$ cat src/rtl/kps_pkg.sv
package kps_pkg;
  typedef enum logic [2:0] {
    ST_IDLE = 3'd0,
    ST_DEB  = 3'd1,
    ST_PRE  = 3'd2,
    ST_SCAN = 3'd3,
    ST_HOLD = 3'd4
  } kps_state_e;
endpackage

$ cat src/rtl/kps_sync.sv
module kps_sync #(
  parameter int W = 4
) (
  input  logic         clk,
  input  logic         rst_n,
  input  logic [W-1:0] d,
  output logic [W-1:0] q
);
  logic [W-1:0] meta_q;
  logic [W-1:0] sync_q;

  for (genvar i = 0; i < W; i++) begin : g_bit
    always_ff @(posedge clk or negedge rst_n) begin
      if (!rst_n) begin
        meta_q[i] <= 1'b1;
        sync_q[i] <= 1'b1;
      end else begin
        meta_q[i] <= d[i];
        sync_q[i] <= meta_q[i];
      end
    end
  end

  assign q = sync_q;
endmodule

$ cat src/rtl/kps_tick.sv
module kps_tick #(
  parameter int TICK_CYC = 1000
) (
  input  logic clk,
  input  logic rst_n,
  input  logic clr,
  output logic tick
);
  localparam int TW = (TICK_CYC > 1) ? $clog2(TICK_CYC) : 1;
  localparam logic [TW-1:0] LAST = TW'(TICK_CYC - 1);

  logic [TW-1:0] cnt_q;
  logic [TW-1:0] cnt_n;

  assign tick = !clr && (cnt_q == LAST);

  always_comb begin
    if (clr || tick) cnt_n = '0;
    else             cnt_n = cnt_q + 1'b1;
  end

  always_ff @(posedge clk or negedge rst_n) begin
    if (!rst_n) cnt_q <= '0;
    else        cnt_q <= cnt_n;
  end
endmodule

$ cat src/rtl/kps_ctrl.sv
module kps_ctrl
  import kps_pkg::*;
#(
  parameter int NCOL   = 5,
  parameter int NROW   = 4,
  parameter int SETTLE = 4,
  parameter int DBW    = 8
) (
  input  logic                          clk,
  input  logic                          rst_n,
  input  logic [NROW-1:0]               rows_s,
  input  logic                          tick,
  input  logic [DBW-1:0]                deb_ticks,
  output logic                          tick_clr,
  output logic [NCOL-1:0]               col_out,
  output logic [NCOL-1:0]               col_oe,
  output logic [$clog2(NCOL*NROW)-1:0]  key_code,
  output logic                          key_valid,
  output logic                          key_irq
);
  localparam int CODEW = $clog2(NCOL*NROW);
  localparam int CW    = (NCOL > 1) ? $clog2(NCOL) : 1;
  localparam int RW    = (NROW > 1) ? $clog2(NROW) : 1;
  localparam int SW    = (SETTLE > 1) ? $clog2(SETTLE) : 1;
  localparam logic [SW-1:0] SET_LAST = SW'(SETTLE - 1);
  localparam logic [CW-1:0] COL_LAST = CW'(NCOL - 1);

  kps_state_e       state_q, state_n;
  logic [CW-1:0]    col_q, col_n;
  logic [SW-1:0]    set_q, set_n;
  logic [DBW-1:0]   deb_q, deb_n;
  logic [CODEW-1:0] code_q, code_n;
  logic             valid_q, valid_n;
  logic             irq_q, irq_n;

  logic             any_low;
  logic [RW-1:0]    hit_row;
  logic             settle_done;
  logic             deb_done;

  assign any_low     = ~&rows_s;
  assign settle_done = (set_q == SET_LAST);
  assign deb_done    = ({1'b0, deb_q} + 1'b1) >= {1'b0, deb_ticks};

  always_comb begin
    hit_row = '0;
    for (int i = NROW - 1; i >= 0; i--) begin
      if (!rows_s[i]) hit_row = RW'(i);
    end
  end

  // next-state process
  always_comb begin
    state_n = state_q;
    col_n   = col_q;
    set_n   = set_q;
    deb_n   = deb_q;
    code_n  = code_q;
    valid_n = 1'b0;
    irq_n   = 1'b0;
    unique case (state_q)
      ST_IDLE: begin
        if (any_low) begin
          state_n = ST_DEB;
          deb_n   = '0;
        end
      end
      ST_DEB: begin
        if (!any_low) begin
          state_n = ST_IDLE;
        end else if (tick) begin
          if (deb_done) begin
            state_n = ST_PRE;
            set_n   = '0;
            irq_n   = 1'b1;
          end else begin
            deb_n = deb_q + 1'b1;
          end
        end
      end
      ST_PRE: begin
        if (settle_done) begin
          state_n = ST_SCAN;
          col_n   = '0;
          set_n   = '0;
        end else begin
          set_n = set_q + 1'b1;
        end
      end
      ST_SCAN: begin
        if (settle_done) begin
          set_n = '0;
          if (any_low) begin
            state_n = ST_HOLD;
            code_n  = CODEW'(col_q) * CODEW'(NROW) + CODEW'(hit_row);
            valid_n = 1'b1;
          end else if (col_q == COL_LAST) begin
            state_n = ST_IDLE;
          end else begin
            col_n = col_q + 1'b1;
          end
        end else begin
          set_n = set_q + 1'b1;
        end
      end
      ST_HOLD: begin
        if (!any_low) state_n = ST_IDLE;
      end
      default: state_n = ST_IDLE;
    endcase
  end

  // register process
  always_ff @(posedge clk or negedge rst_n) begin
    if (!rst_n) begin
      state_q <= ST_IDLE;
      col_q   <= '0;
      set_q   <= '0;
      deb_q   <= '0;
      code_q  <= '0;
      valid_q <= 1'b0;
      irq_q   <= 1'b0;
    end else begin
      state_q <= state_n;
      col_q   <= col_n;
      set_q   <= set_n;
      deb_q   <= deb_n;
      code_q  <= code_n;
      valid_q <= valid_n;
      irq_q   <= irq_n;
    end
  end

  // column drive decode
  always_comb begin
    col_oe  = '1;
    col_out = '0;
    if (state_q == ST_PRE) begin
      col_out = '1;
    end else if (state_q == ST_SCAN) begin
      for (int c = 0; c < NCOL; c++) begin
        col_oe[c]  = (col_q == CW'(c));
        col_out[c] = (col_q != CW'(c));
      end
    end
  end

  assign tick_clr  = (state_q != ST_DEB);
  assign key_code  = code_q;
  assign key_valid = valid_q;
  assign key_irq   = irq_q;

  AST_SCAN_ONE_COL: assert property (@(posedge clk) disable iff (!rst_n)
    (state_q == ST_SCAN) |-> ($countones(col_oe) == 1 && (col_oe & col_out) == '0));
  AST_IRQ_PULSE: assert property (@(posedge clk) disable iff (!rst_n)
    key_irq |=> !key_irq);
  AST_IRQ_STARTS_SCAN: assert property (@(posedge clk) disable iff (!rst_n)
    key_irq |-> (state_q == ST_PRE));
  AST_VALID_PULSE: assert property (@(posedge clk) disable iff (!rst_n)
    key_valid |=> !key_valid);
  AST_VALID_IN_HOLD: assert property (@(posedge clk) disable iff (!rst_n)
    key_valid |-> (state_q == ST_HOLD));
  AST_CODE_RANGE: assert property (@(posedge clk) disable iff (!rst_n)
    key_valid |-> (int'(key_code) < NCOL*NROW));
  AST_HOLD_NO_REPORT: assert property (@(posedge clk) disable iff (!rst_n)
    (state_q == ST_HOLD && $past(state_q) == ST_HOLD) |-> !key_valid);
endmodule

$ cat src/rtl/kps_scanner.sv
module kps_scanner #(
  parameter int NCOL     = 5,
  parameter int NROW     = 4,
  parameter int TICK_CYC = 1000,
  parameter int SETTLE   = 4,
  parameter int DBW      = 8
) (
  input  logic                          clk,
  input  logic                          rst_n,
  input  logic [NROW-1:0]               rows_in,
  input  logic [DBW-1:0]                deb_ticks,
  output logic [NCOL-1:0]               col_out,
  output logic [NCOL-1:0]               col_oe,
  output logic [$clog2(NCOL*NROW)-1:0]  key_code,
  output logic                          key_valid,
  output logic                          key_irq
);
  logic            rst_meta_q, rst_sync_q;
  logic [NROW-1:0] rows_s;
  logic            tick;
  logic            tick_clr;

  // asynchronous assert, synchronous release
  always_ff @(posedge clk or negedge rst_n) begin
    if (!rst_n) begin
      rst_meta_q <= 1'b0;
      rst_sync_q <= 1'b0;
    end else begin
      rst_meta_q <= 1'b1;
      rst_sync_q <= rst_meta_q;
    end
  end

  kps_sync #(.W(NROW)) u_sync (
    .clk   (clk),
    .rst_n (rst_sync_q),
    .d     (rows_in),
    .q     (rows_s)
  );

  kps_tick #(.TICK_CYC(TICK_CYC)) u_tick (
    .clk   (clk),
    .rst_n (rst_sync_q),
    .clr   (tick_clr),
    .tick  (tick)
  );

  kps_ctrl #(
    .NCOL   (NCOL),
    .NROW   (NROW),
    .SETTLE (SETTLE),
    .DBW    (DBW)
  ) u_ctrl (
    .clk       (clk),
    .rst_n     (rst_sync_q),
    .rows_s    (rows_s),
    .tick      (tick),
    .deb_ticks (deb_ticks),
    .tick_clr  (tick_clr),
    .col_out   (col_out),
    .col_oe    (col_oe),
    .key_code  (key_code),
    .key_valid (key_valid),
    .key_irq   (key_irq)
  );
endmodule

$ cat config.mk
export PLATFORM = sky130hd
export DESIGN_NAME = kps_scanner
export DESIGN_NICKNAME = d
export VERILOG_FILES = /design/src/rtl/kps_pkg.sv /design/src/rtl/kps_sync.sv /design/src/rtl/kps_tick.sv /design/src/rtl/kps_ctrl.sv /design/src/rtl/kps_scanner.sv
export SDC_FILE = /design/constraint.sdc
export NUM_CORES = 1
export LEC_CHECK = 0
export BUFFER_PORTS_ARGS = -buffer_cell sky130_fd_sc_hd__buf_2
export CORE_UTILIZATION = 55
export CTS_BUF_LIST = sky130_fd_sc_hd__clkbuf_4 sky130_fd_sc_hd__clkbuf_8
export DETAILED_ROUTE_END_ITERATION = 8
export PLACE_DENSITY = 0.8
export SLEW_MARGIN = 20
export SYNTH_ARGS = -nofsm -noshare
export SYNTH_HDL_FRONTEND = slang
export SYNTH_SLANG_ARGS = --single-unit
$ cat constraint.sdc
create_clock -name clk -period 3.3 [get_ports clk]
set_input_delay 0.165 -clock clk [delete_from_list [all_inputs] [get_ports clk]]
set_output_delay 0.165 -clock clk [all_outputs]
set_load 0.1 [all_outputs]
==> results_dict.tcl, run 1 <==
set metrics [dict create \
    cp_max_fo 6 \
    rrSetupSlack_ps 480 \
    antenna_cells 0 \
    worstSetupPathType "register to register" \
    final.min_clock_period_ps 2820 \
    fillCellCount 317 \
    p_seq_share_pct 50.5 \
    fin_skew_ps 6.07 \
    drc_errors 0 \
    syn_area_um2 2290 \
    synthCells 237 \
    p_per_area_nw_per_um2 472 \
    cts.sinks 43 \
    final-hold-violation-count 0 \
    seq_area_frac_synth_pct 47.5 \
    insertion_delay_ps 300 \
    grtUsageTotal_pct 20.9 \
    synth-edff-count 0 \
    hpwl_um 2960 \
    setup_viol 0 \
    yosysMostFrequentCell "dfrtp_1" \
    ys_top_cells_by_count "35 x dfrtp_1, 25 x nand2_1, 22 x inv_1" \
    grt_pass1_wl_um 6910 \
    synth_top_area_share_pct 38.3 \
    switching_share_pct 29.0 \
    cp_data_required_time_ps 3500 \
    die-area_um2 4420 \
    cts_buffers 5 \
    max_freq_ghz 0.355 \
    synth_cell_types 43 \
    cts_root_buf "clkbuf_8" \
    status "completed" \
    grt_pass1_vias 1606 \
    power_mw 1.25 \
    cts_buffer_depth 2 \
    end_kind "register" \
    drtAntennaViolNets 0 \
    first_iter_violations 45 \
    power.leakage_nw 1.37 \
    antenna_found_initial 0 \
    routed_wl_um 4020 \
    synth-seq-cells 43 \
    grt_max_degree 42 \
    arrival_ps 3010 \
    synth_top_cell_by_area "dfrtp_1" \
    portBuffers 30 \
    vias 1743 \
    cp-start-kind "register" \
    drive_above_1_share_pct 20.1 \
    cts_tree "built" \
    syn_avg_cell_area_um2 9.65 \
    clkPwrFrac_pct 33.8 \
    syn_to_final_growth_pct 15.9 \
    die_x_um 66.5 \
    power.switching_uw 362 \
    min_path_type "input pin to async pin" \
    wire_per_inst_um 12.5 \
    nNetsFinal 302 \
    io_pins 31 \
    rows 23 \
    timing.final.crit_share_pct 85.4 \
    ys_async_sr_fraction_pct 100 \
    maxCapViolations 0 \
    grt-ovfl-total 0 \
    core_area_um2 4000 \
    routabilityCongestion 0.822 \
    synth.area.top_cells "dfrtp_1 38%, dfstp_2 9.2%, ha_1 8.8%" \
    rsz0062_at_grt "no" \
    ys.flop_type "dfrtp_1" \
    clk_pin_slew_ps 90 \
    drtPass1Iterations 4 \
    vias_per_cell 5.40 \
    yosys_warnings 0 \
    h-tree-depth 2 \
    synth_nets 267 \
    slew_violations 0 \
    p_int_uw 888 \
    chipHeight_um 66.5 \
    initial_core_util_pct 57.2 \
    peakVddDrop_uv 283 \
    pwr-share-comb_pct 15.7 \
    fin_setup_tns_ps 0 \
]
## per-layer routing
metal,up-vias,share of wire (%),global-route usage (%)
met5,-,0,0
met4,0,0.84,4.79
met3,4,3.6,5.14
met2,38,48,34.8
met1,826,48,27.3
li1,875,-,-
## kinds of logic after synthesis
logic type / synth area share (%)
adder cells (fa/ha/maj): 8.75
XOR/XNOR: 5.36
buffers and inverters: 5.14
AND/OR/NAND/NOR: 18.2
multiplexers: 0.438
AO/OA/AOI/OAI: 14.5
other: 0.164
flip-flops: 47.5
## flip-flops by register name, summed over array words and instances (netlist names)
register and count:
rst_sync_q 1, u_ctrl.set_q 2, u_sync.q 4, u_ctrl.state_q 3
u_ctrl.key_code 5, u_sync.meta_q 4, rst_meta_q 1, u_ctrl.key_irq 1
u_ctrl.col_q 3, u_ctrl.deb_q 8, u_tick.cnt_q 10, u_ctrl.key_valid 1
## placed cells by master, fill, tap and decap left out, types with 2 or more instances in the layout
cell / count
o21ai_0: 13
nor2b_1: 4
nand4_1: 2
xnor2_1: 8
buf_2: 30
o2bb2ai_1: 6
dfstp_2: 8
dfrtp_1: 35
ha_1: 16
clkbuf_8: 5
o21ai_2: 3
xor2_1: 6
nand2b_1: 2
inv_1: 22
and3_1: 8
nand2_1: 25
and2_1: 3
a22oi_1: 2
nand3_1: 10
dlygate4sd3_1: 5
nor2_1: 21
or3_1: 2
a21oi_1: 10
a21o_1: 3
## timing repair
item                                    4_1_cts  5_1_grt
hold buffers                                  5        0
gates resized for setup                       0        0
endpoints found under the setup margin        0        0
buffers inserted                              0        0
endpoints found under the hold margin         6        0
## area by class of cell
type                            instances  area (µm²)  share of cell area [%]
Sequential cell                        43        1090                    41.0
Inverter                               22        82.6                    3.12
Multi-Input combinational cell        164        1090                    41.3
Tap cell                               50        62.6                    2.36
Timing Repair Buffer                   36         208                    7.84
Clock buffer                            5        68.8                    2.60
Clock inverter                          3        47.5                    1.79
## final timing paths
| kind | start | end | cells after the start |
|---|---|---|---|
| max | u_ctrl.deb_q[0] | u_ctrl.deb_q[2] | 11 |
| min | rst_n | rst_meta_q | 2 |
| max reg2reg | u_ctrl.deb_q[0] | u_ctrl.deb_q[2] | 11 |
| min reg2reg | rst_sync_q | u_tick.cnt_q[8] | 1 |
| max in group asynchronous | rst_sync_q | u_sync.q[0] | 1 |
| min in group clk | rst_meta_q | rst_sync_q | 0 |
## worst max-delay path, cell delays in order, from the launching register on
cell and delay [ps]:
dfrtp_1 430, ha_1 270, nand3_1 150, nor2_1 160, xnor2_1 150, inv_1 70
ha_1 280, and3_1 160, and3_1 220, a211oi_4 420, nand3_1 140, o311ai_1 260
## power groups by stage
stage	sequential [mW]	combinational, mW	clock (mW)
after floorplan	0.612	0.173	0
after global placement	0.637	0.186	0
after detailed placement	0.641	0.191	0
after CTS	0.630	0.197	0.433
after global routing	0.641	0.225	0.453
final	0.631	0.196	0.423
## metrics by stage
stage | instances | instance area (µm²) | hold WS (ps) | worst slack [ps] | util [%]
4_1_cts | 323 | 2650 | 163 | 481 | 66.2
3_5_place_dp | 310 | 2480 | -46.7 | 506 | 62.1
5_1_grt | 323 | 2650 | 184 | 229 | 66.2
6_report | 323 | 2650 | 183 | 482 | 66.2
2_1_floorplan | 237 | 2300 | -131 | 140 | -
3_3_place_gp | 310 | 2480 | -49.7 | 681 | 62.1
Power figures use the tool's default switching activity.
==> run 2, diff against run 1 <==
--- a/config.mk
+++ b/config.mk
@@ -9,8 +9,9 @@
 export CORE_UTILIZATION = 55
 export CTS_BUF_LIST = sky130_fd_sc_hd__clkbuf_4 sky130_fd_sc_hd__clkbuf_8
 export DETAILED_ROUTE_END_ITERATION = 8
-export PLACE_DENSITY = 0.8
+export PLACE_DENSITY = 0.79
 export SLEW_MARGIN = 20
 export SYNTH_ARGS = -nofsm -noshare
 export SYNTH_HDL_FRONTEND = slang
+export SYNTH_HIERARCHICAL = 1
 export SYNTH_SLANG_ARGS = --single-unit
==> results_dict.tcl, run 2 <==
set metrics [dict create \
    status "completed" \
    crit_slowest_cell "dfrtp_1" \
    vias_per_cell 5.53 \
    grt_pass1_wl_um 6820 \
    die-area_um2 4540 \
    cp_common_cell "ha_1" \
    rsz0062_at_grt "no" \
    grt-ovfl-total 0 \
    peakVddDrop_uv 745 \
    hpwl_um 3060 \
    arrival_ps 2990 \
    syn_area_um2 2350 \
    syn_avg_cell_area_um2 10.7 \
    fillCellCount 307 \
    grt_max_degree 24 \
    pwr-share-comb_pct 54.6 \
    power.switching_mw 1.36 \
    antenna_cells 0 \
    synth-seq-cells 43 \
    cts_tree "built" \
    worstSetupPathType "register to register" \
    timing.final.crit_share_pct 84.6 \
    cts_buffer_depth 2 \
    slew_headroom_pct 51.7 \
    seq_area_frac_synth_pct 46.2 \
    drtPass1Iterations 4 \
    insertion_delay_ps 310 \
    slowest_delay_ps 430 \
    vias 1709 \
    die_x_um 67.4 \
    nNetsFinal 288 \
    cts_root_buf "clkbuf_8" \
    syn_to_final_growth_pct 15.4 \
    multiInputGateArea_um2 1180 \
    antenna_found_initial 0 \
    synth.area.top_cells "dfrtp_1 37%, dfstp_2 8.9%, ha_1 8.5%" \
    yosys_warnings 6 \
    clkPwrFrac_pct 17.4 \
    end_kind "register" \
    clk_pin_slew_ps 80 \
    routabilityCongestion 0.779 \
    h-tree-depth 2 \
    p_seq_share_pct 28.0 \
    wire_per_inst_um 13.6 \
    largest-register "u_tick/cnt_q" \
    cts_setup_buffers 0 \
    final-hold-violation-count 0 \
    core_area_um2 4060 \
    initial_core_util_pct 57.9 \
    cts.sinks 43 \
    max_freq_ghz 0.358 \
    fin_setup_tns_ps 0 \
    synth_top_area_share_pct 37.3 \
    drc_errors 0 \
    maxCapViolations 0 \
    switching_share_pct 55.6 \
    setup_viol 0 \
    final.min_clock_period_ps 2790 \
    p_int_mw 1.09 \
    grtUsageTotal_pct 21.1 \
    ys_top_cells_by_count "35 x dfrtp_1, 19 x nand2_1, 17 x nor2_1" \
    cp-start-kind "register" \
    p_per_area_nw_per_um2 904 \
    seqCellArea_um2 1090 \
    synthCells 219 \
    cp_max_fo 6 \
    routed_wl_um 4200 \
    drtAntennaViolNets 0 \
    grt_pass1_vias 1556 \
    largest_reg_flops 10 \
    io_pins 31 \
    synth_top_cell_by_area "dfrtp_1" \
    power_mw 2.45 \
    rows 23 \
    path_cells "ha_1 -> inv_1 -> or3_1 -> xnor2_1 -> ha_1 -> and3_1 -> a221oi_2 -> o31a_4 -> a31oi_1 -> mux2_1" \
    chipHeight_um 67.4 \
    cp_data_required_time_ps 3500 \
    portBuffers 30 \
    min_path_type "input pin to async pin" \
    yosysMostFrequentCell "dfrtp_1" \
    power.leakage_nw 1.31 \
    synth-edff-count 0 \
    ys.flop_type "dfrtp_1" \
    synth_nets 249 \
    layout_common_cells "35 x dfrtp_1, 30 x buf_2, 19 x nand2_1" \
    fin_skew_ps 3.63 \
    slew_violations 0 \
    synth_cell_types 52 \
    cts_buffers 5 \
    first_iter_violations 71 \
    ys_async_sr_fraction_pct 100 \
    drive_above_1_share_pct 24.7 \
    tightest_slew_ps 724 \
    layout_commonest_cell "dfrtp_1" \
]
run 2: changes by cell type after synthesis, sizes merged, moves of 3 or more:
cell     delta
xor2        -3
and3        -6
a21o        +3
nand3       +5
clkbuf      -6
o2bb2ai     -6
nand2       -6
a32o        +7
o21ai      -13
inv         -5
mux2        +7
a21oi       -3
nand2b      +3
run 2: path summary, 6_finish.rpt:
| path | from | to | slack (ps) | cells past startpoint |
|---|---|---|---|---|
| worst max-delay path | u_ctrl/deb_q[0] | u_ctrl/state_q[0] | 510 | 10 |
| worst min-delay path | rst_n | rst_meta_q | 160 | 2 |
| worst max register to register | u_ctrl/deb_q[0] | u_ctrl/state_q[0] | 510 | 10 |
| worst min register to register | rst_sync_q | u_ctrl/key_code[0] | 300 | 0 |
| max in group asynchronous | rst_sync_q | u_sync/q[0] | 2190 | 1 |
| min in group clk | u_sync/meta_q[0] | u_sync/q[0] | 360 | 0 |
run 2: worst max-delay path, delay by kind of cell, from the launching register on:
kind | cells | cell delay (ps)
adder cells (fa/ha/maj) | 2 | 510
multiplexers | 1 | 320
AND/OR/NAND/NOR | 2 | 560
AO/OA/AOI/OAI | 3 | 580
XOR/XNOR | 1 | 200
buffers and inverters | 1 | 70
flip-flops | 1 | 430
run 2: cell type report:
type                            instances  area share (%)
Timing Repair Buffer                   36            7.66
Inverter                               17            2.35
Clock inverter                          3            1.75
Multi-Input combinational cell        155            43.4
Tap cell                               50            2.31
Sequential cell                        43            40.0
Clock buffer                            5            2.54
run 2: logic make-up (layout without fill, tap and decap cells):
family	Yosys count	after routing	synth area share (%)
other	1	1	0.160
buffers and inverters	21	61	3.78
XOR/XNOR	11	11	4.10
adder cells (fa/ha/maj)	16	16	8.52
AO/OA/AOI/OAI	38	38	14.1
multiplexers	9	9	4.20
AND/OR/NAND/NOR	80	80	19.0
flip-flops	43	43	46.2
run 2: power by group through the flow:
stage | clock (mW) | sequential (mW) | combinational (mW)
final | 0.426 | 0.688 | 1.34
after global routing | 0.456 | 0.704 | 1.42
after CTS | 0.438 | 0.688 | 1.34
after detailed placement | 0 | 0.697 | 1.33
after global placement | 0 | 0.692 | 1.32
after floorplan | 0 | 0.815 | 1.04
run 2: layer usage:
metal  part of all wire [%]  routed length (µm)  track usage, %
met1                     44                1870            24.9
met2                     50                2100            34.9
met3                    3.8                 159            6.08
met4                    1.9                  80            10.6
met5                      0                   0               0
run 2: per-stage QoR:
step,cells,hold slack [ps],cell area [µm²],util (%),setup slack [ps]
finish,309,158,2710,66.9,508
global route,309,167,2710,66.9,342
CTS,309,147,2710,66.9,502
detailed placement,296,-49.0,2550,62.8,517
global placement,296,-49.8,2550,62.8,596
floorplan,219,-131,2350,-,696
run 2: timing repair:
| item | in CTS | in global routing |
|---|---|---|
| hold endpoints to repair | 6 | 0 |
| gates resized for setup | 0 | 0 |
| hold buffers | 5 | 0 |
